**src/rtl/sevseg_pkg.sv**
```systemverilog
package sevseg_pkg;

   localparam int CODE_W = 4;
   localparam int NSEG   = 7;

   typedef logic [NSEG-1:0] seg_vec_t;

   typedef enum logic [1:0] {
      MODE_GLYPH = 2'd0,
      MODE_DARK  = 2'd1,
      MODE_LAMP  = 2'd2
   } seg_mode_e;

   // Segment shape for a code; bit 0 is segment a, bit 6 is segment g.
   function automatic seg_vec_t code_shape(input logic [CODE_W-1:0] code);
      seg_vec_t s;
      case (code)
         4'd0:    s = 7'h3F;
         4'd1:    s = 7'h06;
         4'd2:    s = 7'h5B;
         4'd3:    s = 7'h4F;
         4'd4:    s = 7'h66;
         4'd5:    s = 7'h6D;
         4'd6:    s = 7'h7D;
         4'd7:    s = 7'h07;
         4'd8:    s = 7'h7F;
         4'd9:    s = 7'h6F;
         4'd10:   s = 7'h58;
         4'd11:   s = 7'h4C;
         4'd12:   s = 7'h62;
         4'd13:   s = 7'h69;
         4'd14:   s = 7'h78;
         default: s = 7'h00;
      endcase
      return s;
   endfunction

endpackage

```
**src/rtl/sevseg_glyph_rom.sv**
```systemverilog
module sevseg_glyph_rom
   import sevseg_pkg::*;
#(
   parameter int DIGIT_W = 4,
   parameter int SEG_W   = 7
)(
   input  logic [DIGIT_W-1:0] code,
   output logic [SEG_W-1:0]   shape,
   output logic               code_is_zero
);
   localparam int NCODES = 1 << DIGIT_W;

   generate
      if (DIGIT_W != CODE_W) begin : g_bad_digit_w
         $error("sevseg_glyph_rom: DIGIT_W must be 4");
      end
      if (SEG_W != NSEG) begin : g_bad_seg_w
         $error("sevseg_glyph_rom: SEG_W must be 7");
      end
   endgenerate

   // One-hot code select, then OR of shapes: a decoder feeding a mask OR.
   logic [NCODES-1:0] code_hot;

   generate
      for (genvar i = 0; i < NCODES; i++) begin : g_hot
         assign code_hot[i] = (code == DIGIT_W'(i));
      end
   endgenerate

   always_comb begin
      shape = '0;
      for (int i = 0; i < NCODES; i++) begin
         if (code_hot[i]) shape = shape | code_shape(CODE_W'(i));
      end
   end

   assign code_is_zero = code_hot[0];

endmodule

```
**src/rtl/sevseg_blank_ctrl.sv**
```systemverilog
module sevseg_blank_ctrl
   import sevseg_pkg::*;
#(
   parameter int SEG_W = 7
)(
   input  logic             code_is_zero,
   input  logic             lamp_test_n,
   input  logic             rbi_n,
   input  logic             blank_n,
   input  logic [SEG_W-1:0] shape,
   output logic [SEG_W-1:0] seg_next,
   output logic             rbo_next_n
);
   seg_mode_e mode;
   logic      zero_hidden;

   // The zero is suppressed only when lamp test is not active.
   assign zero_hidden = code_is_zero & ~rbi_n & lamp_test_n;

   // Priority: blanking, then lamp test, then zero suppression, then glyph.
   always_comb begin
      if (!blank_n)          mode = MODE_DARK;
      else if (!lamp_test_n) mode = MODE_LAMP;
      else if (zero_hidden)  mode = MODE_DARK;
      else                   mode = MODE_GLYPH;
   end

   generate
      for (genvar b = 0; b < SEG_W; b++) begin : g_seg_mux
         always_comb begin
            case (mode)
               MODE_DARK: seg_next[b] = 1'b0;
               MODE_LAMP: seg_next[b] = 1'b1;
               default:   seg_next[b] = shape[b];
            endcase
         end
      end
   endgenerate

   assign rbo_next_n = ~zero_hidden;

endmodule

```
**src/rtl/sevseg_out_stage.sv**
```systemverilog
module sevseg_out_stage #(
   parameter int SEG_W   = 7,
   parameter bit REG_OUT = 1'b1
)(
   input  logic             clk,
   input  logic             rst_n,
   input  logic [SEG_W-1:0] seg_d,
   input  logic             rbo_d_n,
   output logic [SEG_W-1:0] seg_q,
   output logic             rbo_q_n
);
   generate
      if (REG_OUT) begin : g_reg
         always_ff @(posedge clk or negedge rst_n) begin
            if (!rst_n) begin
               seg_q   <= '0;
               rbo_q_n <= 1'b1;
            end else begin
               seg_q   <= seg_d;
               rbo_q_n <= rbo_d_n;
            end
         end

         // outputs carry the previous cycle's decoded values.
         a_r8_one_cycle: assert property (@(posedge clk) disable iff (!rst_n)
            $past(rst_n) |-> (seg_q == $past(seg_d) && rbo_q_n == $past(rbo_d_n)))
            else $error("a_r8_one_cycle");
      end else begin : g_comb
         assign seg_q   = seg_d;
         assign rbo_q_n = rbo_d_n;
      end
   endgenerate

endmodule

```
**src/rtl/sevseg_decoder.sv**
```systemverilog
module sevseg_decoder
   import sevseg_pkg::*;
#(
   parameter int DIGIT_W = 4,
   parameter int SEG_W   = 7,
   parameter bit REG_OUT = 1'b1
)(
   input  logic               clk,
   input  logic               rst_n,
   input  logic [DIGIT_W-1:0] digit,
   input  logic               lamp_test_n,
   input  logic               rbi_n,
   input  logic               blank_n,
   output logic [SEG_W-1:0]   seg,
   output logic               rbo_n
);
   localparam logic [SEG_W-1:0] ALL_ON = {SEG_W{1'b1}};

   logic [SEG_W-1:0] shape;
   logic             code_is_zero;
   logic [SEG_W-1:0] seg_next;
   logic             rbo_next_n;

   sevseg_glyph_rom #(.DIGIT_W(DIGIT_W), .SEG_W(SEG_W)) u_rom (
      .code         (digit),
      .shape        (shape),
      .code_is_zero (code_is_zero)
   );

   sevseg_blank_ctrl #(.SEG_W(SEG_W)) u_ctrl (
      .code_is_zero (code_is_zero),
      .lamp_test_n  (lamp_test_n),
      .rbi_n        (rbi_n),
      .blank_n      (blank_n),
      .shape        (shape),
      .seg_next     (seg_next),
      .rbo_next_n   (rbo_next_n)
   );

   sevseg_out_stage #(.SEG_W(SEG_W), .REG_OUT(REG_OUT)) u_out (
      .clk     (clk),
      .rst_n   (rst_n),
      .seg_d   (seg_next),
      .rbo_d_n (rbo_next_n),
      .seg_q   (seg),
      .rbo_q_n (rbo_n)
   );

   // blanking darkens everything.
   a_r3_blank_dark: assert property (@(posedge clk) disable iff (!rst_n)
      !blank_n |-> seg_next == '0)
      else $error("a_r3_blank_dark");

   // lamp test lights everything unless blanked.
   a_r4_lamp_lit: assert property (@(posedge clk) disable iff (!rst_n)
      (blank_n && !lamp_test_n) |-> seg_next == ALL_ON)
      else $error("a_r4_lamp_lit");

   // a zero is suppressed under ripple blanking.
   a_r5_zero_dark: assert property (@(posedge clk) disable iff (!rst_n)
      (blank_n && lamp_test_n && !rbi_n && digit == '0) |-> seg_next == '0)
      else $error("a_r5_zero_dark");

   // nonzero codes pass the ROM shape through.
   a_r6_nonzero_shown: assert property (@(posedge clk) disable iff (!rst_n)
      (blank_n && lamp_test_n && digit != '0) |-> seg_next == shape)
      else $error("a_r6_nonzero_shown");

   // ripple output low only for a suppressed zero.
   a_r7_rbo_cause: assert property (@(posedge clk) disable iff (!rst_n)
      !rbo_next_n |-> (digit == '0 && !rbi_n && lamp_test_n))
      else $error("a_r7_rbo_cause");

   a_r7_rbo_lamp_high: assert property (@(posedge clk) disable iff (!rst_n)
      !lamp_test_n |-> rbo_next_n)
      else $error("a_r7_rbo_lamp_high");

endmodule

```
**config.mk**
```make
export PLATFORM = sky130hd
export DESIGN_NAME = sevseg_decoder
export DESIGN_NICKNAME = d
export VERILOG_FILES = /design/src/rtl/sevseg_pkg.sv /design/src/rtl/sevseg_glyph_rom.sv /design/src/rtl/sevseg_blank_ctrl.sv /design/src/rtl/sevseg_out_stage.sv /design/src/rtl/sevseg_decoder.sv
export SDC_FILE = /design/constraint.sdc
export NUM_CORES = 1
export LEC_CHECK = 0
export BUFFER_PORTS_ARGS = -buffer_cell sky130_fd_sc_hd__buf_2
export CAP_MARGIN = 15
export CORE_AREA = 4 4 41 43
export DETAILED_ROUTE_END_ITERATION = 12
export DIE_AREA = 0 0 45 47
export PLACE_DENSITY = 0.62
export SYNTH_ARGS = -nofsm -noshare
export SYNTH_HDL_FRONTEND = slang
export SYNTH_SLANG_ARGS = --single-unit
```
**constraint.sdc**
```tcl
create_clock -name clk -period 0.8 [get_ports clk]
set_input_delay 0.08 -clock clk [delete_from_list [all_inputs] [get_ports clk]]
set_output_delay 0.08 -clock clk [all_outputs]
set_load 0.005 [all_outputs]
```
==> flow_metrics.py, run 1 <==
metrics = {
    "run_status": {
        "outcome": "complete, but fails checks",
        "violations": "negative setup slack",
    },
    "synthesis": {
        "synth_mux_area_share_pct": 0,
        "synth_common_cells": "7 x dfrtp_1, 4 x a21oi_1, 4 x nand3_1",
        "seq_area_frac_synth_pct": 47.5,
        "yosysTopAreaCellShare_pct": 41.3,
        "synth_ff_type": "dfrtp_1",
        "synth_seq_cells": 8,
        "synthXorXnorAreaFrac_pct": 0,
        "synth_top_area_cell": "dfrtp_1",
        "synth-adder-area-share_pct": 0,
        "synth_most_common_cell": "dfrtp_1",
        "synth-async-reset-ratio_pct": 100,
        "yosys_warnings": 0,
        "synth-edff-count": 0,
        "syn_inst": 45,
        "synth_top_family_by_area": "compound AO/OA/AOI/OAI gates",
        "yosys.area_share.simple_pct": 19.5,
        "synth_nets": 54,
        "syn_avg_cell_area_sq_um": 9.43,
        "syn-cell-area_sq_um": 424,
        "synth_area_leaders": "dfrtp_1 41%, dfstp_2 6.2%, buf_6 5.3%",
        "synth_compound_area_share_pct": 25.1,
        "synthDistinctLibCells": 22,
    },
    "power": {
        "p_seq_share_pct": 46.6,
        "p_int_mw": 0.713,
        "swShare_pct": 23.9,
        "combPwrFrac_pct": 20.0,
        "power_mw": 0.936,
        "p_switching_mw": 0.224,
        "pwr-share-clk_pct": 33.5,
        "power.density_nw_per_um2": 1570,
        "ir_drop_uv": 489,
        "p_leak_nw": 0.296,
    },
    "clocking": {
        "clk_pin_slew_ns": 0.05,
        "post_cts_buffers": 0,
        "htreeDepth": 1,
        "cts_tree": "yes",
        "clockBufferDepth": 2,
        "cts_buffers": 3,
        "clock-sinks": 8,
        "cts.root.buffer_cell": "clkbuf_4",
    },
    "min_path": {
        "holdPathEnd": "u_out.seg_q[1]",
        "min-delay-start": "blank_n",
        "hold_path.class": "in -> reg",
        "whs_path_depth": 2,
    },
    "setup_path": {
        "critPathArrivalTime_ns": 0.84,
        "worst_ep_required_time_ns": 0.72,
        "timing_worst_setup_path_type": "reg -> out",
        "critPathBufInv": 1,
        "crit_family": "flip-flops",
        "path_cells": "buf_6",
        "crit_path_max_fanout": 1,
        "cpMaxStageDelayCell": "dfstp_2",
        "start_kind": "register",
        "endpoint_kind": "primary output",
        "cpPeakStageDelay_ns": 0.52,
    },
    "floorplanning": {
        "num_rows": 13,
        "die-width_um": 45,
        "die_area_sq_um": 2120,
        "num_io_pins": 17,
        "die_h_um": 47,
        "design.core.area_sq_um": 1300,
        "start_util_pct": 32.6,
    },
    "sta": {
        "period_share_pct": 115,
        "slew_headroom_pct": 87.5,
        "fmax_mhz": 1090,
        "rsz0062_at_grt": "yes",
        "fin_hold_ws_ns": 0.131,
        "worstMarginPinSlew_ns": 0.186,
        "final_max_slew_viol_count": 0,
        "finalSetupViolCount": 2,
        "final.setup.worst_slack_ns": -0.121,
        "hold_viol_final": 0,
        "min_period_ns": 0.921,
    },
    "layout": {
        "seq_area_sq_um": 201,
        "final_nets": 81,
        "drive_gt1_share_pct": 39.4,
        "final_cells": 86,
        "fill_cells": 145,
        "multiInputGateArea_sq_um": 189,
        "postLayoutCoreUtil_pct": 45.8,
        "diodes": 0,
        "area_delta_synth_final_pct": 40.4,
    },
    "global_routing": {
        "grt_pass1_wl_mm": 1.51,
        "gr-usage-all-layers_pct": 9.90,
        "grt-ovfl-total": 0,
        "grt_pass1_vias": 371,
        "antenna_found_initial": 0,
        "grt_max_degree": 10,
    },
    "placement": {
        "gp_congestion": 0.820,
        "place_inst": 81,
        "port_buffers": 16,
        "dp_hpwl_um": 708,
    },
    "detailed_routing": {
        "wirelength_um": 899,
        "via_count": 400,
        "drtIter0Drc": 6,
        "ant_nets": 0,
        "dr.pass1.iters": 2,
        "routed_via_density": 4.65,
        "route.detailed.drc": 0,
        "wl_per_cell_um": 10.5,
    },
    "job": {
        "drv_cap": 0,
    },
}
[worst max-delay path by stage]
| stage | start | end | slack [ns] | depth (start not counted) |
|---|---|---|---|---|
| 3_3_place_gp | digit[2] | u_out.seg_q[1] | -0.03 | 4 |
| 6_report | u_out.rbo_q_n | rbo_n | -0.12 | 1 |
| 2_1_floorplan | digit[2] | u_out.seg_q[1] | 0.08 | 4 |
| 4_1_cts | u_out.rbo_q_n | rbo_n | -0.14 | 1 |
| 3_5_place_dp | digit[2] | u_out.seg_q[1] | -0.03 | 4 |
| 5_1_grt | u_out.rbo_q_n | rbo_n | -0.15 | 1 |
[state kept, by name, indices dropped and copies added, names as in the netlist]
signal	count
u_out.rbo_q_n	1
u_out.seg_q	7
[power by group through the flow]
stage	combinational (mW)	sequential, mW	clock (mW)
global placement	0.182	0.443	0
CTS	0.188	0.436	0.335
global route	0.211	0.438	0.350
finish	0.187	0.436	0.313
detailed placement	0.182	0.443	0
floorplan	0.0832	0.449	0
[placed cells by master, fill, tap and decap left out]
cell type | Yosys | layout
a21boi_0 | 1 | 1
o21ai_1 | 1 | 1
nand2b_1 | 1 | 1
buf_4 | 0 | 7
nor2b_1 | 2 | 2
dfrtp_1 | 7 | 7
dlygate4sd3_1 | 0 | 1
nor2_1 | 3 | 3
nand3_1 | 4 | 4
o211ai_1 | 1 | 1
o21bai_1 | 1 | 1
dfstp_2 | 1 | 1
nor2b_4 | 1 | 1
buf_6 | 2 | 1
o22ai_1 | 1 | 1
nand2_1 | 2 | 2
o21a_1 | 2 | 2
inv_1 | 3 | 3
a21oi_1 | 4 | 4
nor3_1 | 1 | 1
o311a_1 | 1 | 1
clkbuf_1 | 0 | 1
buf_2 | 0 | 15
o21ai_0 | 3 | 3
clkbuf_4 | 0 | 3
or2_1 | 1 | 1
a31oi_1 | 2 | 2
[cells by family (layout without fill, tap and decap cells)]
group	count (synthesis)	count (layout)
compound gates	17	17
buf+inv	5	31
simple gates	15	15
flops	8	8
[repair_timing]
item	4_1_cts	5_1_grt
hold endpoints to repair	8	0
resized for setup	0	1
setup endpoints to repair	7	8
hold buffers	1	0
gates cloned	0	0
[metal layers]
| metal | share of wire (%) | vias up | wire length (um) | global-route usage (%) |
|---|---|---|---|---|
| li1 | - | 214 | - | - |
| met1 | 47 | 172 | 425 | 13.8 |
| met2 | 44 | 14 | 393 | 13.6 |
| met3 | 8.9 | 0 | 80 | 0.383 |
| met4 | 0 | 0 | 0 | 9.36 |
| met5 | 0 | - | 0 | 0 |
[stage by stage]
stage                     setup TNS [ns]  setup WS [ns]  cell area [sq um]
after detailed placement         -0.0555        -0.0284                553
after floorplan                        0         0.0764                424
after CTS                         -0.214         -0.139                589
final                             -0.129         -0.121                596
after global placement           -0.0605        -0.0258                553
after global routing              -0.316         -0.150                596
[cell type report]
type	count	area share, %
clock buffers	4	4.41
inverters	3	1.89
multi-input cells	32	31.7
flip-flops and latches	8	33.8
well taps	15	3.15
repair buffers	24	25.0
(Power assumes the default switching activity.)
==> inputs of run 2 (changes only) <==
--- a/config.mk
+++ b/config.mk
@@ -5,12 +5,13 @@
 export SDC_FILE = /design/constraint.sdc
 export NUM_CORES = 1
 export LEC_CHECK = 0
+export ABC_AREA = 1
 export BUFFER_PORTS_ARGS = -buffer_cell sky130_fd_sc_hd__buf_2
-export CAP_MARGIN = 15
+export CAP_MARGIN = 20
 export CORE_AREA = 4 4 41 43
 export DETAILED_ROUTE_END_ITERATION = 12
 export DIE_AREA = 0 0 45 47
-export PLACE_DENSITY = 0.62
+export PLACE_DENSITY = 0.59
 export SYNTH_ARGS = -nofsm -noshare
 export SYNTH_HDL_FRONTEND = slang
 export SYNTH_SLANG_ARGS = --single-unit
==> run 2 against run 1 <==
Total power decreased by 1.3%. Fmax shrank 1.0%. The flow still finishes with violations (negative setup slack). Critical endpoint unchanged. Sequential cell count did not move. Synthesized cell count is 2.2% higher.
==> flow_metrics.py, run 2 <==
metrics = {
    "floorplanning": {
        "die_h_um": 47,
        "num_rows": 13,
        "start_util_pct": 29.9,
        "num_io_pins": 17,
        "die-width_um": 45,
        "die_area_sq_um": 2120,
        "design.core.area_sq_um": 1300,
    },
    "placement": {
        "placement.setup.worst_slack_ns": 0.00736,
        "gp_congestion": 0.747,
        "dp_hpwl_um": 632,
        "port_buffers": 16,
        "place_inst": 76,
    },
    "clocking": {
        "clk_pin_slew_ns": 0.05,
        "cts_resized": 0,
        "post_cts_buffers": 0,
        "cts.root.buffer_cell": "clkbuf_4",
        "cts_buffers": 3,
        "clock-sinks": 8,
        "htreeDepth": 1,
        "clockBufferDepth": 2,
        "cts_tree": "yes",
    },
    "power": {
        "p_leak_nw": 0.265,
        "pwr-share-clk_pct": 34.7,
        "power_mw": 0.924,
        "p_switching_mw": 0.228,
        "p_seq_share_pct": 48.0,
        "power.density_nw_per_um2": 1800,
        "p_int_mw": 0.696,
        "ir_drop_uv": 404,
        "swShare_pct": 24.7,
        "combPwrFrac_pct": 17.3,
    },
    "min_path": {
        "hold_path.class": "in -> reg",
        "holdPathEnd": "u_out.rbo_q_n",
        "whs_path_depth": 2,
        "min-delay-start": "lamp_test_n",
    },
    "detailed_routing": {
        "routed_via_density": 4.35,
        "drtIter0Drc": 4,
        "wirelength_um": 759,
        "via_count": 352,
        "ant_nets": 0,
        "route.detailed.drc": 0,
        "dr.pass1.iters": 4,
        "wl_per_cell_um": 9.37,
    },
    "layout": {
        "final_common_cell": "buf_2",
        "postLayoutCoreUtil_pct": 39.4,
        "multiInputGateArea_sq_um": 154,
        "top_regs": "u_out.seg_q: 7 flops, u_out.rbo_q_n: 1 flops",
        "final_cells": 81,
        "seq_area_sq_um": 201,
        "fill_cells": 153,
        "drive_gt1_share_pct": 39.4,
        "largest_reg_flops": 7,
        "regMostFlops": "u_out.seg_q",
        "area_delta_synth_final_pct": 31.8,
        "diodes": 0,
        "final_nets": 76,
        "final_cell_mix": "16 x buf_2, 11 x nand2_1, 9 x o21ai_1, 7 x dfrtp_1, 4 x inv_1",
    },
    "sta": {
        "final_max_slew_viol_count": 0,
        "worstMarginPinSlew_ns": 0.192,
        "slew_headroom_pct": 87.2,
        "fmax_mhz": 1070,
        "finalSetupViolCount": 4,
        "rsz0062_at_grt": "yes",
        "min_period_ns": 0.931,
        "hold_viol_final": 0,
        "tns_ns": -0.148,
        "final.setup.worst_slack_ns": -0.131,
        "period_share_pct": 116,
    },
    "global_routing": {
        "grt_pass1_vias": 298,
        "grt_pass1_wl_mm": 1.18,
        "grt_max_degree": 10,
        "gr-usage-all-layers_pct": 8.13,
        "antenna_found_initial": 0,
        "grt-ovfl-total": 0,
    },
    "job": {
        "drv_cap": 0,
    },
    "synthesis": {
        "synth_seq_cells": 8,
        "synth_area_leaders": "dfrtp_1 45%, o21ai_1 12%, nand2_1 11%",
        "synth_top_area_cell": "dfrtp_1",
        "synth_most_common_cell": "nand2_1",
        "syn_inst": 46,
        "synth_ff_type": "dfrtp_1",
        "synth-async-reset-ratio_pct": 100,
        "synth_common_cells": "11 x nand2_1, 9 x o21ai_1, 7 x dfrtp_1, 4 x inv_1",
        "synth_nets": 55,
        "seq_area_frac_synth_pct": 51.8,
        "syn-cell-area_sq_um": 389,
        "syn_avg_cell_area_sq_um": 8.46,
        "yosysTopAreaCellShare_pct": 45.0,
        "synthDistinctLibCells": 15,
        "synth-edff-count": 0,
        "yosys_warnings": 0,
    },
    "setup_path": {
        "critPathArrivalTime_ns": 0.85,
        "path_cells": "buf_2",
        "crit_path_max_fanout": 1,
        "cpPeakStageDelay_ns": 0.51,
        "critPathBufInv": 1,
        "start_kind": "register",
        "crit_family": "flip-flops",
        "timing_worst_setup_path_type": "reg -> out",
        "worst_ep_required_time_ns": 0.72,
        "cpMaxStageDelayCell": "dfstp_2",
        "endpoint_kind": "primary output",
    },
    "run_status": {
        "violations": "negative setup slack",
        "outcome": "complete, but fails checks",
    },
}
run 2: power groups by stage:
| stage | sequential [mW] | combinational (mW) | clock (mW) |
|---|---|---|---|
| 2_1_floorplan | 0.458 | 0.0760 | 0 |
| 6_report | 0.443 | 0.160 | 0.321 |
| 4_1_cts | 0.444 | 0.164 | 0.342 |
| 3_3_place_gp | 0.449 | 0.157 | 0 |
| 5_1_grt | 0.447 | 0.183 | 0.371 |
| 3_5_place_dp | 0.451 | 0.160 | 0 |
run 2: metal layers:
metal	global-route usage, %	part of all wire, %	vias to the layer above
met4	8.77	2.0	0
met3	1.15	6.9	2
met2	12.1	47	12
li1	-	-	192
met1	9.58	45	146
met5	0	0	-
run 2: kinds of logic (layout without fill, tap and decap cells):
| kind of cell | count (synthesis) | count (layout) | synth area share (%) |
|---|---|---|---|
| buffers and inverters | 7 | 27 | 8.68 |
| DFF | 8 | 8 | 51.8 |
| AOI/OAI and AO/OA | 13 | 13 | 17.4 |
| and+or+nand+nor | 18 | 18 | 22.2 |
run 2: timing repair:
action,4_1_cts,5_1_grt
hold endpoints to repair,8,0
setup endpoints to repair,8,8
hold buffers,1,0
run 2: layout make-up:
cell class                 instances  area share [%]
tap                               15            3.66
clock buffer                       4            5.12
inverter                           6            4.39
sequential                         8            39.3
multi-input combinational         31            30.0
timing repair buffer              17            17.6
run 2: through the flow:
| step | hold slack, ns | cell area [sq um] |
|---|---|---|
| 2_1_floorplan | -0.216 | 389 |
| 3_3_place_gp | -0.0756 | 477 |
| 3_5_place_dp | -0.0753 | 477 |
| 4_1_cts | 0.0112 | 513 |
| 5_1_grt | 0.0238 | 513 |
| 6_report | 0.0221 | 513 |
run 2: how the worst max path moves through the flow:
stage	start	endpoint	cells past startpoint
after global placement	digit[2]	u_out.seg_q[0]	5
after CTS	u_out.rbo_q_n	rbo_n	1
after detailed placement	digit[1]	u_out.seg_q[4]	5
after global routing	u_out.rbo_q_n	rbo_n	1
final	u_out.rbo_q_n	rbo_n	1
after floorplan	digit[1]	u_out.seg_q[3]	5
==> inputs of run 3 (changes only) <==
--- a/config.mk
+++ b/config.mk
@@ -5,13 +5,12 @@
 export SDC_FILE = /design/constraint.sdc
 export NUM_CORES = 1
 export LEC_CHECK = 0
-export ABC_AREA = 1
-export BUFFER_PORTS_ARGS = -buffer_cell sky130_fd_sc_hd__buf_2
+export BUFFER_PORTS_ARGS = -buffer_cell sky130_fd_sc_hd__buf_4
 export CAP_MARGIN = 20
 export CORE_AREA = 4 4 41 43
 export DETAILED_ROUTE_END_ITERATION = 12
 export DIE_AREA = 0 0 45 47
-export PLACE_DENSITY = 0.59
+export PLACE_DENSITY = 0.62
 export SYNTH_ARGS = -nofsm -noshare
 export SYNTH_HDL_FRONTEND = slang
 export SYNTH_SLANG_ARGS = --single-unit
==> run 3 against run 2 <==
The run still ends with negative setup slack left. Cell count is 1.2% higher. Final area is 23% higher. Die area stayed put. Fmax is 0.37% higher. Sequential share of layout area is 7.3 points lower. Combinational power is 35% higher. First-iteration DRC count stayed put. Non-clock buffer count is 3 higher. Largest cell class unchanged. Largest power group unchanged.
==> flow_metrics.py, run 3 (synthesis gave the netlist of run 1 again) <==
metrics = {
    "sta": {
        "final.setup.worst_slack_ns": -0.128,
        "fin_hold_ws_ns": 0.0667,
        "slew_headroom_pct": 87.5,
        "min_period_ns": 0.928,
        "rsz0062_at_grt": "yes",
        "tns_ns": -0.187,
        "hold_viol_final": 0,
        "worstMarginPinSlew_ns": 0.186,
        "period_share_pct": 116,
        "finalSetupViolCount": 8,
        "final_max_slew_viol_count": 0,
        "fmax_mhz": 1080,
    },
    "clocking": {
        "cts.root.buffer_cell": "clkbuf_4",
        "cts_tree": "yes",
        "clk_pin_slew_ns": 0.06,
        "htreeDepth": 1,
        "cts_buffers": 3,
        "clock-sinks": 8,
        "clockBufferDepth": 2,
    },
    "layout": {
        "area_delta_synth_final_pct": 48.4,
        "final_cells": 82,
        "multiInputGateArea_sq_um": 189,
        "regMostFlops": "u_out.seg_q",
        "design_area_sq_um": 629,
        "final_nets": 77,
        "seq_area_sq_um": 201,
        "final_cell_mix": "11 x buf_4, 8 x buf_6, 7 x dfrtp_1, 4 x nand3_1, 4 x a21oi_1",
        "largest_reg_flops": 7,
        "postLayoutCoreUtil_pct": 48.4,
        "fill_cells": 135,
        "drive_gt1_share_pct": 35.8,
        "diodes": 0,
        "top_regs": "u_out.seg_q: 7 flops, u_out.rbo_q_n: 1 flops",
        "final_common_cell": "buf_4",
    },
    "detailed_routing": {
        "drtIter0Drc": 4,
        "wirelength_um": 927,
        "via_count": 392,
        "route.detailed.drc": 0,
        "dr.pass1.iters": 4,
        "ant_nets": 0,
        "routed_via_density": 4.78,
        "wl_per_cell_um": 11.3,
    },
    "global_routing": {
        "grt_pass1_wl_mm": 1.51,
        "grt_max_degree": 10,
        "grt-ovfl-total": 0,
        "antenna_found_initial": 0,
        "grt_pass1_vias": 368,
        "gr-usage-all-layers_pct": 10.2,
    },
    "min_path": {
        "hold_path.class": "in -> reg",
        "holdPathEnd": "u_out.seg_q[3]",
        "min-delay-start": "lamp_test_n",
        "whs_path_depth": 2,
    },
    "setup_path": {
        "start_kind": "register",
        "cpPeakStageDelay_ns": 0.52,
        "crit_path_max_fanout": 1,
        "cp-startpoint": "u_out.rbo_q_n",
        "cpMaxStageDelayCell": "dfstp_2",
        "timing_worst_setup_path_type": "reg -> out",
        "critPathBufInv": 1,
        "endpoint_kind": "primary output",
        "crit_family": "flip-flops",
        "worst_ep_required_time_ns": 0.72,
        "critPathArrivalTime_ns": 0.85,
        "path_cells": "buf_6",
    },
    "placement": {
        "dpl_cell_area_sq_um": 563,
        "place_inst": 77,
        "gp_congestion": 0.814,
        "placement.setup.worst_slack_ns": -0.00758,
        "port_buffers": 16,
        "dp_hpwl_um": 707,
    },
    "floorplanning": {
        "num_io_pins": 17,
        "num_rows": 13,
        "die_h_um": 47,
        "design.core.area_sq_um": 1300,
        "die_area_sq_um": 2120,
        "die-width_um": 45,
        "start_util_pct": 32.6,
    },
    "power": {
        "p_switching_mw": 0.236,
        "ir_drop_uv": 443,
        "power_mw": 0.980,
        "p_leak_nw": 0.297,
        "swShare_pct": 24.1,
        "p_seq_share_pct": 45.2,
        "p_int_mw": 0.744,
        "power.density_nw_per_um2": 1560,
        "combPwrFrac_pct": 22.0,
        "pwr-share-clk_pct": 32.8,
    },
    "run_status": {
        "outcome": "complete, but fails checks",
        "violations": "negative setup slack",
    },
    "job": {
        "drv_cap": 0,
    },
}
[run 3: cell types whose count changed in the layout (fill, tap and decap cells not counted), sizes merged, moves of 3 or more]
cell / before / now
o21ai: 10 / 4
nor2b: 0 / 3
buf: 16 / 19
nand2: 12 / 2
inv: 6 / 3
[run 3: per-layer routing]
layer  global-route usage [%]  wire [um]
met3                    0.383         68
met4                     10.5          0
met1                     13.0        431
met2                     15.0        427
met5                        0          0
[run 3: worst max-delay path by stage]
stage	cells after the start	endpoint
finish	1	rbo_n
global route	1	rbo_n
CTS	1	rbo_n
detailed placement	4	u_out.seg_q[0]
global placement	4	u_out.seg_q[1]
floorplan	4	u_out.seg_q[1]
[run 3: final cells by class]
type,instances,share of cell area (%)
timing repair buffer,20,29.0
tap,15,2.98
inverter,3,1.79
multi-input combinational,32,30.0
clock buffer,4,4.17
sequential,8,32.0
[run 3: timing repair]
action                                 in CTS  in global routing
endpoints found under the hold margin       8                  0
hold buffers                                1                  0
resized for setup                           8                  0
setup endpoints to repair                   8                  8
setup buffers                               0                  0
[run 3: power by group through the flow]
stage | Combinational [mW] | Clock [mW] | Sequential, mW
5_1_grt | 0.238 | 0.364 | 0.445
3_3_place_gp | 0.197 | 0 | 0.444
3_5_place_dp | 0.197 | 0 | 0.444
2_1_floorplan | 0.0832 | 0 | 0.449
4_1_cts | 0.217 | 0.341 | 0.443
6_report | 0.216 | 0.322 | 0.443
